## config.mk

```make
export PLATFORM = sky130hd
export DESIGN_NAME = sld_serial_driver
export DESIGN_NICKNAME = d
export VERILOG_FILES = /design/src/rtl/sld_pkg.sv /design/src/rtl/sld_edge_detect.sv /design/src/rtl/sld_shift_chain.sv /design/src/rtl/sld_hold_latch.sv /design/src/rtl/sld_serial_driver.sv
export SDC_FILE = /design/constraint.sdc
export NUM_CORES = 1
export LEC_CHECK = 0
export ABC_AREA = 1
export BUFFER_PORTS_ARGS = -buffer_cell sky130_fd_sc_hd__buf_2
export CORE_MARGIN = 10
export CORE_UTILIZATION = 60
export DETAILED_ROUTE_END_ITERATION = 7
export GPL_TIMING_DRIVEN = 0
export MAX_ROUTING_LAYER = met4
export PLACE_DENSITY = 0.85
export RECOVER_POWER = 25
export SLEW_MARGIN = 20
export SYNTH_ARGS = -nofsm -noshare
export SYNTH_HDL_FRONTEND = slang
export SYNTH_HIERARCHICAL = 1
export SYNTH_SLANG_ARGS = --single-unit
```

## constraint.sdc

```tcl
create_clock -name clk -period 2.7 [get_ports clk]
set_input_delay 0.27 -clock clk [delete_from_list [all_inputs] [get_ports clk]]
set_output_delay 0.27 -clock clk [all_outputs]
set_load 0.005 [all_outputs]
```

## src/rtl/sld_pkg.sv

```systemverilog
package sld_pkg;

    localparam int DEF_CHANNELS = 20;

    // Sampled view of one slow control input.
    typedef struct packed {
        logic level;
        logic rise;
        logic fall;
    } edge_t;

    function automatic edge_t make_edge(logic now_v, logic prev_v);
        edge_t e;
        e.level = now_v;
        e.rise  = now_v & ~prev_v;
        e.fall  = ~now_v & prev_v;
        return e;
    endfunction

endpackage

```

## src/rtl/sld_edge_detect.sv

```systemverilog
module sld_edge_detect
    import sld_pkg::*;
(
    input  logic  clk,
    input  logic  rst,
    input  logic  pin,
    output edge_t ev
);
    logic cur_q;
    logic prev_q;

    always_ff @(posedge clk) begin
        if (rst) begin
            cur_q  <= 1'b0;
            prev_q <= 1'b0;
        end else begin
            cur_q  <= pin;
            prev_q <= cur_q;
        end
    end

    always_comb ev = make_edge(cur_q, prev_q);

    // Two rising edges cannot occur in back-to-back cycles (R2 edge qualifier)
    assert_single_rise_R2: assert property (@(posedge clk) disable iff (rst)
        ev.rise |=> !ev.rise);

endmodule

```

## src/rtl/sld_shift_chain.sv

```systemverilog
module sld_shift_chain
    import sld_pkg::*;
#(
    parameter int WIDTH = DEF_CHANNELS
) (
    input  logic             clk,
    input  logic             rst,
    input  edge_t            sclk_ev,
    input  logic             din,
    output logic [WIDTH-1:0] bits
);
    localparam int TOP = WIDTH - 1;

    always_ff @(posedge clk) begin
        if (rst)
            bits <= '0;
        else if (sclk_ev.rise)
            bits <= {bits[TOP-1:0], din};
    end

    assert_shift_step_R2: assert property (@(posedge clk) disable iff (rst)
        sclk_ev.rise |=> bits == {$past(bits[TOP-1:0]), $past(din)});

    assert_no_shift_on_fall_R9: assert property (@(posedge clk) disable iff (rst)
        sclk_ev.fall |=> $stable(bits));

    assert_no_shift_when_low_R9: assert property (@(posedge clk) disable iff (rst)
        !sclk_ev.level |=> $stable(bits));

endmodule

```

## src/rtl/sld_hold_latch.sv

```systemverilog
module sld_hold_latch
    import sld_pkg::*;
#(
    parameter int WIDTH = DEF_CHANNELS
) (
    input  logic             clk,
    input  logic             rst,
    input  edge_t            ld_ev,
    input  logic [WIDTH-1:0] d,
    output logic [WIDTH-1:0] q
);
    logic take;

    // Transparent while the strobe is high; one final capture on its fall.
    always_comb take = ld_ev.level | ld_ev.fall;

    always_ff @(posedge clk) begin
        if (rst)
            q <= '0;
        else if (take)
            q <= d;
    end

    assert_follow_while_high_R5: assert property (@(posedge clk) disable iff (rst)
        ld_ev.level |=> q == $past(d));

    assert_hold_while_low_R6: assert property (@(posedge clk) disable iff (rst)
        (!ld_ev.level && !ld_ev.fall) |=> $stable(q));

    assert_capture_on_rise_R5: assert property (@(posedge clk) disable iff (rst)
        ld_ev.rise |=> q == $past(d));

endmodule

```

## src/rtl/sld_serial_driver.sv

```systemverilog
module sld_serial_driver
    import sld_pkg::*;
#(
    parameter int CHANNELS = DEF_CHANNELS
) (
    input  logic                clk,
    input  logic                rst,
    input  logic                ser_clk,
    input  logic                ser_data,
    input  logic                load_in,
    input  logic                blank_in,
    output logic                ser_out,
    output logic [CHANNELS-1:0] chan_out
);
    localparam int MSB = CHANNELS - 1;

    edge_t               sclk_ev;
    edge_t               ld_ev;
    logic                din_q;
    logic [CHANNELS-1:0] shreg;
    logic [CHANNELS-1:0] latch_q;

    // Data is sampled alongside the serial clock so both share one delay.
    always_ff @(posedge clk) begin
        if (rst) din_q <= 1'b0;
        else     din_q <= ser_data;
    end

    sld_edge_detect u_sclk_edge (
        .clk (clk),
        .rst (rst),
        .pin (ser_clk),
        .ev  (sclk_ev)
    );

    sld_edge_detect u_load_edge (
        .clk (clk),
        .rst (rst),
        .pin (load_in),
        .ev  (ld_ev)
    );

    sld_shift_chain #(.WIDTH(CHANNELS)) u_shift (
        .clk     (clk),
        .rst     (rst),
        .sclk_ev (sclk_ev),
        .din     (din_q),
        .bits    (shreg)
    );

    sld_hold_latch #(.WIDTH(CHANNELS)) u_latch (
        .clk   (clk),
        .rst   (rst),
        .ld_ev (ld_ev),
        .d     (shreg),
        .q     (latch_q)
    );

    assign ser_out = shreg[MSB];

    // Per-channel blanking gate.
    for (genvar ch = 0; ch < CHANNELS; ch++) begin : g_gate
        assign chan_out[ch] = latch_q[ch] & ~blank_in;
    end

    assert_reset_clear_R1: assert property (@(posedge clk) disable iff (rst)
        $past(rst) |-> (latch_q == '0 && !ser_out));

endmodule

```

==> impl_metrics.toml, run 1 <==
[status]
status = "finished clean"

[layout]
final_cell_mix = "nor2_1, nand2_1, inv_1, dfxtp_1, buf_2"
diodes = 0
multi_input_area_um2 = 706
nFillCells = 288
layout-drive-gt1-share = 0.124
final_common_cell = "nor2_1"
nNetsFinal = 354
seq_area_um2 = 901
syn_to_final_growth_pct = 10.5

[synth]
syn_area_per_cell_um2 = 6.36
syn_nets = 322
yosys_warnings = 6
synthesis.instances = 316
synthesis.area_um2 = 2010

[detailed_routing]
drtIter0Drc = 115
viasPerCell = 4.12
num_vias = 1615
wl_um = 3490
ant_nets = 0
dr.pass1.iters = 4
drc = 0
wl_per_cell_um = 8.91

[global_routing]
antenna_found_initial = 0
busiest_layer = "met2"
grt_pass1_vias = 1464
grt_max_degree = 13
grt_use_met2 = 0.179
overflow = 0
grt_usage = 0.126
grt_util_met1 = 0.163
grt_pass1_wl_um = 6280
met3_usage = 0.0346

[die]
io_pins = 27
die_w_um = 77.9
die_h_um = 77.9
num_rows = 20
initial_core_util = 0.642
die_area_um2 = 6060
core_um2 = 3130

[setup_path]
worstPathRequired_ns = 2.96
crit_chain = "clkbuf_4, nor2_1, clkbuf_1, nand2_1, nand2_1, nor2_1"
cp-end-kind = "flop"
cp-start-kind = "flop"
critPathMaxStageDelay_ns = 0.37
crit_family = "simple AND/OR/NAND/NOR gates"
critPathArrivalTime_ns = 1.69
crit_type = "reg -> reg"
path_buf_inv = 2
crit_slowest_cell = "clkbuf_1"
crit_fanout = 10

[timing]
hold_viol = 0
finalCritPeriodShare = 0.530
fmax_mhz = 698
min_period_ns = 1.43
tightestPinTransition_ns = 0.395
rsz0062_at_grt = "no"
timing.final.max_slew_violations = 0
setup_ws_ns = 1.27
fin_worst_skew_ns = 0.00256
slew_headroom = 0.737
tns_ns = 0
finalSetupViolCount = 0

[placed_design]
place_ws_ns = 1.60
io_buffers = 25
dp_hpwl_um = 2480
gp_congestion = 0.743

[clock_network]
cts_sinks = 45
cts_made_buffers = 5
ctsResizeCount = 0
post_cts_buffers = 0
root_buffer = "clkbuf_4"
clock_latency_ns = 0.35
tritoncts = "built"
cts_hold_buf = 0
clock_path_buffers = 2
clkTransAtPathRegs_ns = 0.11
cts.htree.levels = 2

[power_and_ir_drop]
p_leak_uw = 0.00120
ir_drop_uv = 395
p_per_area_nw_per_um2 = 558

[worst_hold_path]
hp-class = "in -> reg"

[run]
drv_cap = 0
-- worst reg2reg max path, stage by stage, from the launching register on --
cell	delay, ns
dfxtp_1	0.34
clkbuf_4	0.13
nor2_1	0.29
clkbuf_1	0.37
nand2_1	0.10
nand2_1	0.08
nor2_1	0.04
-- metal layers --
| metal | vias up | wire length, µm | part of all wire |
|---|---|---|---|
| li1 | 934 | - | - |
| met1 | 641 | 1800 | 0.51 |
| met2 | 34 | 1440 | 0.41 |
| met3 | 6 | 194 | 0.056 |
| met4 | 0 | 59 | 0.017 |
| met5 | - | 0 | 0 |
-- path summary, 6_finish.rpt --
path         slack (ns)         startpoint  cells after the start                  to
min                0.11            load_in                      3   u_load_edge/cur_q
max                1.27  u_load_edge/cur_q                      6       u_latch/q[16]
max reg2reg        1.27  u_load_edge/cur_q                      6       u_latch/q[16]
min reg2reg        0.44  u_load_edge/cur_q                      2  u_load_edge/prev_q
-- registers in the layout, indices dropped and copies added (netlist names) --
| name | flops |
|---|---|
| u_latch/q | 20 |
| u_shift/bits | 20 |
| din_q | 1 |
| u_load_edge/cur_q | 1 |
| u_load_edge/prev_q | 1 |
| u_sclk_edge/cur_q | 1 |
| u_sclk_edge/prev_q | 1 |
-- area by class of cell --
| class | count | area share |
|---|---|---|
| plain buffers | 15 | 0.0563 |
| clock buffers | 7 | 0.0248 |
| inverters | 68 | 0.115 |
| multi-input cells | 188 | 0.318 |
| flip-flops and latches | 45 | 0.406 |
| well taps | 44 | 0.0248 |
| repair buffers | 25 | 0.0558 |
-- per-stage QoR --
stage          utilization  cells  hold slack, ns  power, µW  area (µm²)
2_1_floorplan            -    316           0.341        895        2010
5_1_grt              0.710    392           0.105       1320        2220
3_3_place_gp         0.700    385           0.422        937        2190
3_5_place_dp         0.700    385           0.426        942        2190
4_1_cts              0.718    392           0.103       1260        2240
6_report             0.710    392           0.111       1240        2220
-- where the power goes --
group | total (µW) | internal (µW) | switching, µW
Combinational | 187 | 77.9 | 109
Sequential | 736 | 709 | 26.5
Clock | 317 | 123 | 194
(Power assumes the default switching activity.)
==> run 2, diff against run 1 <==
--- a/config.mk
+++ b/config.mk
@@ -8,11 +8,11 @@
 export ABC_AREA = 1
 export BUFFER_PORTS_ARGS = -buffer_cell sky130_fd_sc_hd__buf_2
 export CORE_MARGIN = 10
-export CORE_UTILIZATION = 60
+export CORE_UTILIZATION = 51
 export DETAILED_ROUTE_END_ITERATION = 7
 export GPL_TIMING_DRIVEN = 0
 export MAX_ROUTING_LAYER = met4
-export PLACE_DENSITY = 0.85
+export PLACE_DENSITY = 0.77
 export RECOVER_POWER = 25
 export SLEW_MARGIN = 20
 export SYNTH_ARGS = -nofsm -noshare
==> constraint.sdc (replaced) <==
create_clock -name clk -period 1.3 [get_ports clk]
set_input_delay 0.13 -clock clk [delete_from_list [all_inputs] [get_ports clk]]
set_output_delay 0.13 -clock clk [all_outputs]
set_load 0.005 [all_outputs]
==> impl_metrics.toml, run 2 (synthesis gave the netlist of run 1 again) <==
[timing]
tns_ns = 0
finalCritPeriodShare = 0.860
timing.final.max_slew_violations = 0
hold_viol = 0
tightestPinTransition_ns = 0.397
slew_headroom = 0.735
setup_ws_ns = 0.182
fmax_mhz = 894
min_period_ns = 1.12
fin_worst_skew_ns = 0.00313
fin_hold_ws_ns = 0.0439
finalSetupViolCount = 0
rsz0062_at_grt = "no"

[clock_network]
clock_path_buffers = 2
cts_sinks = 45
post_cts_buffers = 0
ctsResizeCount = 0
clkTransAtPathRegs_ns = 0.08
cts.htree.levels = 2
cts_hold_buf = 0
clock_latency_ns = 0.28
root_buffer = "clkbuf_8"
cts_made_buffers = 5
tritoncts = "built"

[detailed_routing]
wl_per_cell_um = 9.11
viasPerCell = 4.09
num_vias = 1625
wl_um = 3620
dr.pass1.iters = 4
drtIter0Drc = 84
drc = 0
ant_nets = 0

[global_routing]
overflow = 0
grt_usage = 0.113
grt_max_degree = 14
grt_pass1_vias = 1416
grt_pass1_wl_um = 6030
antenna_found_initial = 0

[layout]
seq_area_um2 = 901
layout-drive-gt1-share = 0.120
multi_input_area_um2 = 713
diodes = 0
reg_top3 = "u_latch/q: 20 flops, u_shift/bits: 20 flops"
final_cell_mix = "nor2_1, nand2_1, inv_1, dfxtp_1, buf_2"
nNetsFinal = 354
syn_to_final_growth_pct = 13.8
final_common_cell = "nor2_1"
nFillCells = 366

[die]
die_area_um2 = 6850
die_h_um = 82.8
initial_core_util = 0.537
io_pins = 27
num_rows = 22
die_w_um = 82.8
core_um2 = 3740

[setup_path]
reg2reg_slack_ns = 0.18
worstPathRequired_ns = 1.48
rr_worst_depth = 6
cp-start-kind = "flop"
critPathArrivalTime_ns = 1.30
crit_fanout = 10
r2r-end = "u_shift/bits[18]"
crit_type = "reg -> reg"
cp-end-kind = "flop"
regToRegStartpoint = "u_sclk_edge/cur_q"

[status]
status = "finished clean"

[placed_design]
place_ws_ns = 0.178
dp_hpwl_um = 2620
gp_congestion = 0.796
io_buffers = 25

[worst_hold_path]
hold_end = "din_q"
hp-class = "in -> reg"
hold_start = "ser_data"
min_path_cells = 3

[run]
drv_cap = 0

[power_and_ir_drop]
p_per_area_nw_per_um2 = 1240
ir_drop_uv = 685
p_leak_uw = 0.00121
[run 2: layout make-up]
| cell class | instances | area share |
|---|---|---|
| flip-flops and latches | 45 | 0.394 |
| multi-input cells | 188 | 0.312 |
| inverters | 68 | 0.112 |
| plain buffers | 15 | 0.0613 |
| repair buffers | 25 | 0.0509 |
| clock buffers | 7 | 0.0421 |
| well taps | 48 | 0.0263 |
| clock inverters | 1 | 0.00219 |
[run 2: metrics by stage]
step                       util  std cells  instance area [µm²]  total power (µW)
after floorplan               -        316                 2010              1860
after global placement    0.586        389                 2190              1950
after detailed placement  0.586        389                 2190              1960
after CTS                 0.613        397                 2300              2870
after global routing      0.611        397                 2290              3010
final                     0.611        397                 2290              2840
[run 2: worst max-delay path, cell delays in order, from the launching register on]
cell and delay (ns):
dfxtp_1 0.31, inv_1 0.04, nor2_1 0.31, buf_6 0.20, nand2_1 0.05, nand2_1 0.06, nor2_1 0.04
[run 2: where the power goes]
part	switching, µW	internal (µW)	total [µW]
clock network	429	480	910
registers	55.3	1470	1530
logic	232	168	400
[run 2: how the worst max path moves through the flow]
stage	startpoint	endpoint	slack, ns	cells after the start
finish	u_sclk_edge/cur_q	u_shift/bits[18]	0.18	6
global route	u_sclk_edge/cur_q	u_shift/bits[9]	0.06	6
CTS	u_sclk_edge/cur_q	u_shift/bits[18]	0.17	6
detailed placement	u_sclk_edge/cur_q	u_shift/bits[18]	0.18	6
global placement	u_sclk_edge/cur_q	u_shift/bits[18]	0.22	6
floorplan	u_sclk_edge/cur_q	u_shift/bits[16]	0.28	6
[run 2: metal layers]
layer  track usage  share of wire  vias up
met2         0.177           0.43       26
met5             -              0        -
met3        0.0269          0.061        2
met1         0.138           0.50      666
met4        0.0368         0.0050        0
li1              -              -      931
==> run 3, diff against run 2 <==
--- a/config.mk
+++ b/config.mk
@@ -11,7 +11,6 @@
 export CORE_UTILIZATION = 51
 export DETAILED_ROUTE_END_ITERATION = 7
 export GPL_TIMING_DRIVEN = 0
-export MAX_ROUTING_LAYER = met4
 export PLACE_DENSITY = 0.77
 export RECOVER_POWER = 25
 export SLEW_MARGIN = 20
==> impl_metrics.toml, run 3 (synthesis gave the netlist of run 1 again) <==
[status]
status = "finished clean"

[timing]
fin_hold_ws_ns = 0.0437
timing.final.max_slew_violations = 0
finalSetupViolCount = 0
fin_worst_skew_ns = 0.00319
slew_headroom = 0.735
hold_viol = 0
finalCritPeriodShare = 0.860
tightestPinTransition_ns = 0.397
tns_ns = 0
min_period_ns = 1.12
rsz0062_at_grt = "no"
fmax_mhz = 895

[die]
num_rows = 22
die_w_um = 82.8
die_area_um2 = 6850
initial_core_util = 0.537
die_h_um = 82.8
io_pins = 27
core_um2 = 3740

[setup_path]
cp-start-kind = "flop"
reg2reg_slack_ns = 0.18
crit_type = "reg -> reg"
critPathMaxStageDelay_ns = 0.31
critPathArrivalTime_ns = 1.30
cp-end-kind = "flop"
crit_slowest_cell = "dfxtp_1"
crit_chain = "inv_1, nor2_1, buf_6, nand2_1, nand2_1, nor2_1"
path_buf_inv = 2
crit_fanout = 10
worstPathRequired_ns = 1.48
crit_family = "simple AND/OR/NAND/NOR gates"
cp.depth = 6
rr_worst_depth = 6

[clock_network]
cts_hold_buf = 0
tritoncts = "built"
clkTransAtPathRegs_ns = 0.08
ctsResizeCount = 0
cts_made_buffers = 5
cts_sinks = 45
clock_path_buffers = 2
root_buffer = "clkbuf_8"
clock_latency_ns = 0.28
post_cts_buffers = 0
cts.htree.levels = 2

[detailed_routing]
viasPerCell = 4.08
wl_per_cell_um = 9.12
drc = 0
dr.pass1.iters = 4
ant_nets = 0
wl_um = 3620
drtIter0Drc = 89
num_vias = 1621

[layout]
layout-drive-gt1-share = 0.120
final_common_cell = "nor2_1"
nNetsFinal = 354
diodes = 0
final_cells = 397
nFillCells = 366
reg_top3 = "u_latch/q: 20 flops, u_shift/bits: 20 flops"
syn_to_final_growth_pct = 13.8
final_cell_mix = "nor2_1, nand2_1, inv_1, dfxtp_1, buf_2"

[global_routing]
grt_pass1_vias = 1415
antenna_found_initial = 0
grt_pass1_wl_um = 6040
grt_usage = 0.109
overflow = 0
grt_max_degree = 14

[power_and_ir_drop]
p_per_area_nw_per_um2 = 1240
p_leak_uw = 0.00121
ir_drop_uv = 685

[placed_design]
io_buffers = 25
placed_cells = 389
gp_congestion = 0.785
dp_hpwl_um = 2620

[worst_hold_path]
min_path_cells = 3
hp-class = "in -> reg"

[run]
drv_cap = 0
run 3: cell counts in the layout (fill, tap and decap cells not counted):
Identical to the previous run, type by type.
run 3: cell type report:
| class | instances | area [µm²] | area share |
|---|---|---|---|
| plain buffers | 15 | 140 | 0.0613 |
| clock buffers | 7 | 96.3 | 0.0421 |
| clock inverters | 1 | 5.00 | 0.00219 |
| inverters | 68 | 255 | 0.112 |
| multi-input cells | 188 | 713 | 0.312 |
| flip-flops and latches | 45 | 901 | 0.394 |
| well taps | 48 | 60.1 | 0.0263 |
| repair buffers | 25 | 116 | 0.0509 |
run 3: power breakdown:
part           internal (µW)  switching [µW]  total (µW)  leakage, µW
registers               1470            55.4        1530     0.000371
logic                    168             232         400     0.000780
clock network            480             429         909    0.0000542
run 3: per-layer routing:
layer / up-vias / global-route usage / wire length (µm)
li1: 931 / - / -
met1: 662 / 0.137 / 1820
met2: 26 / 0.177 / 1560
met3: 2 / 0.0280 / 229
met4: 0 / 0.0368 / 11
met5: - / 0 / 0
run 3: worst paths after layout:
path,start,to
setup reg to reg,u_sclk_edge/cur_q,u_shift/bits[18]
hold reg to reg,u_sclk_edge/cur_q,u_sclk_edge/prev_q
setup / recovery,u_sclk_edge/cur_q,u_shift/bits[18]
hold / removal,ser_data,din_q
run 3: worst register-to-register path, delay by kind of cell (launching register included):
family / cells / cell delay [ns]
buffers and inverters: 2 / 0.24
AND/OR/NAND/NOR: 4 / 0.47
flip-flops: 1 / 0.31
run 3: per-stage QoR:
stage,utilization,worst slack (ns),instance area (µm²),power [µW]
3_5_place_dp,0.586,0.178,2190,1960
2_1_floorplan,-,0.283,2010,1860
3_3_place_gp,0.586,0.220,2190,1950
4_1_cts,0.613,0.170,2300,2870
5_1_grt,0.611,0.0640,2290,3010
6_report,0.611,0.182,2290,2840
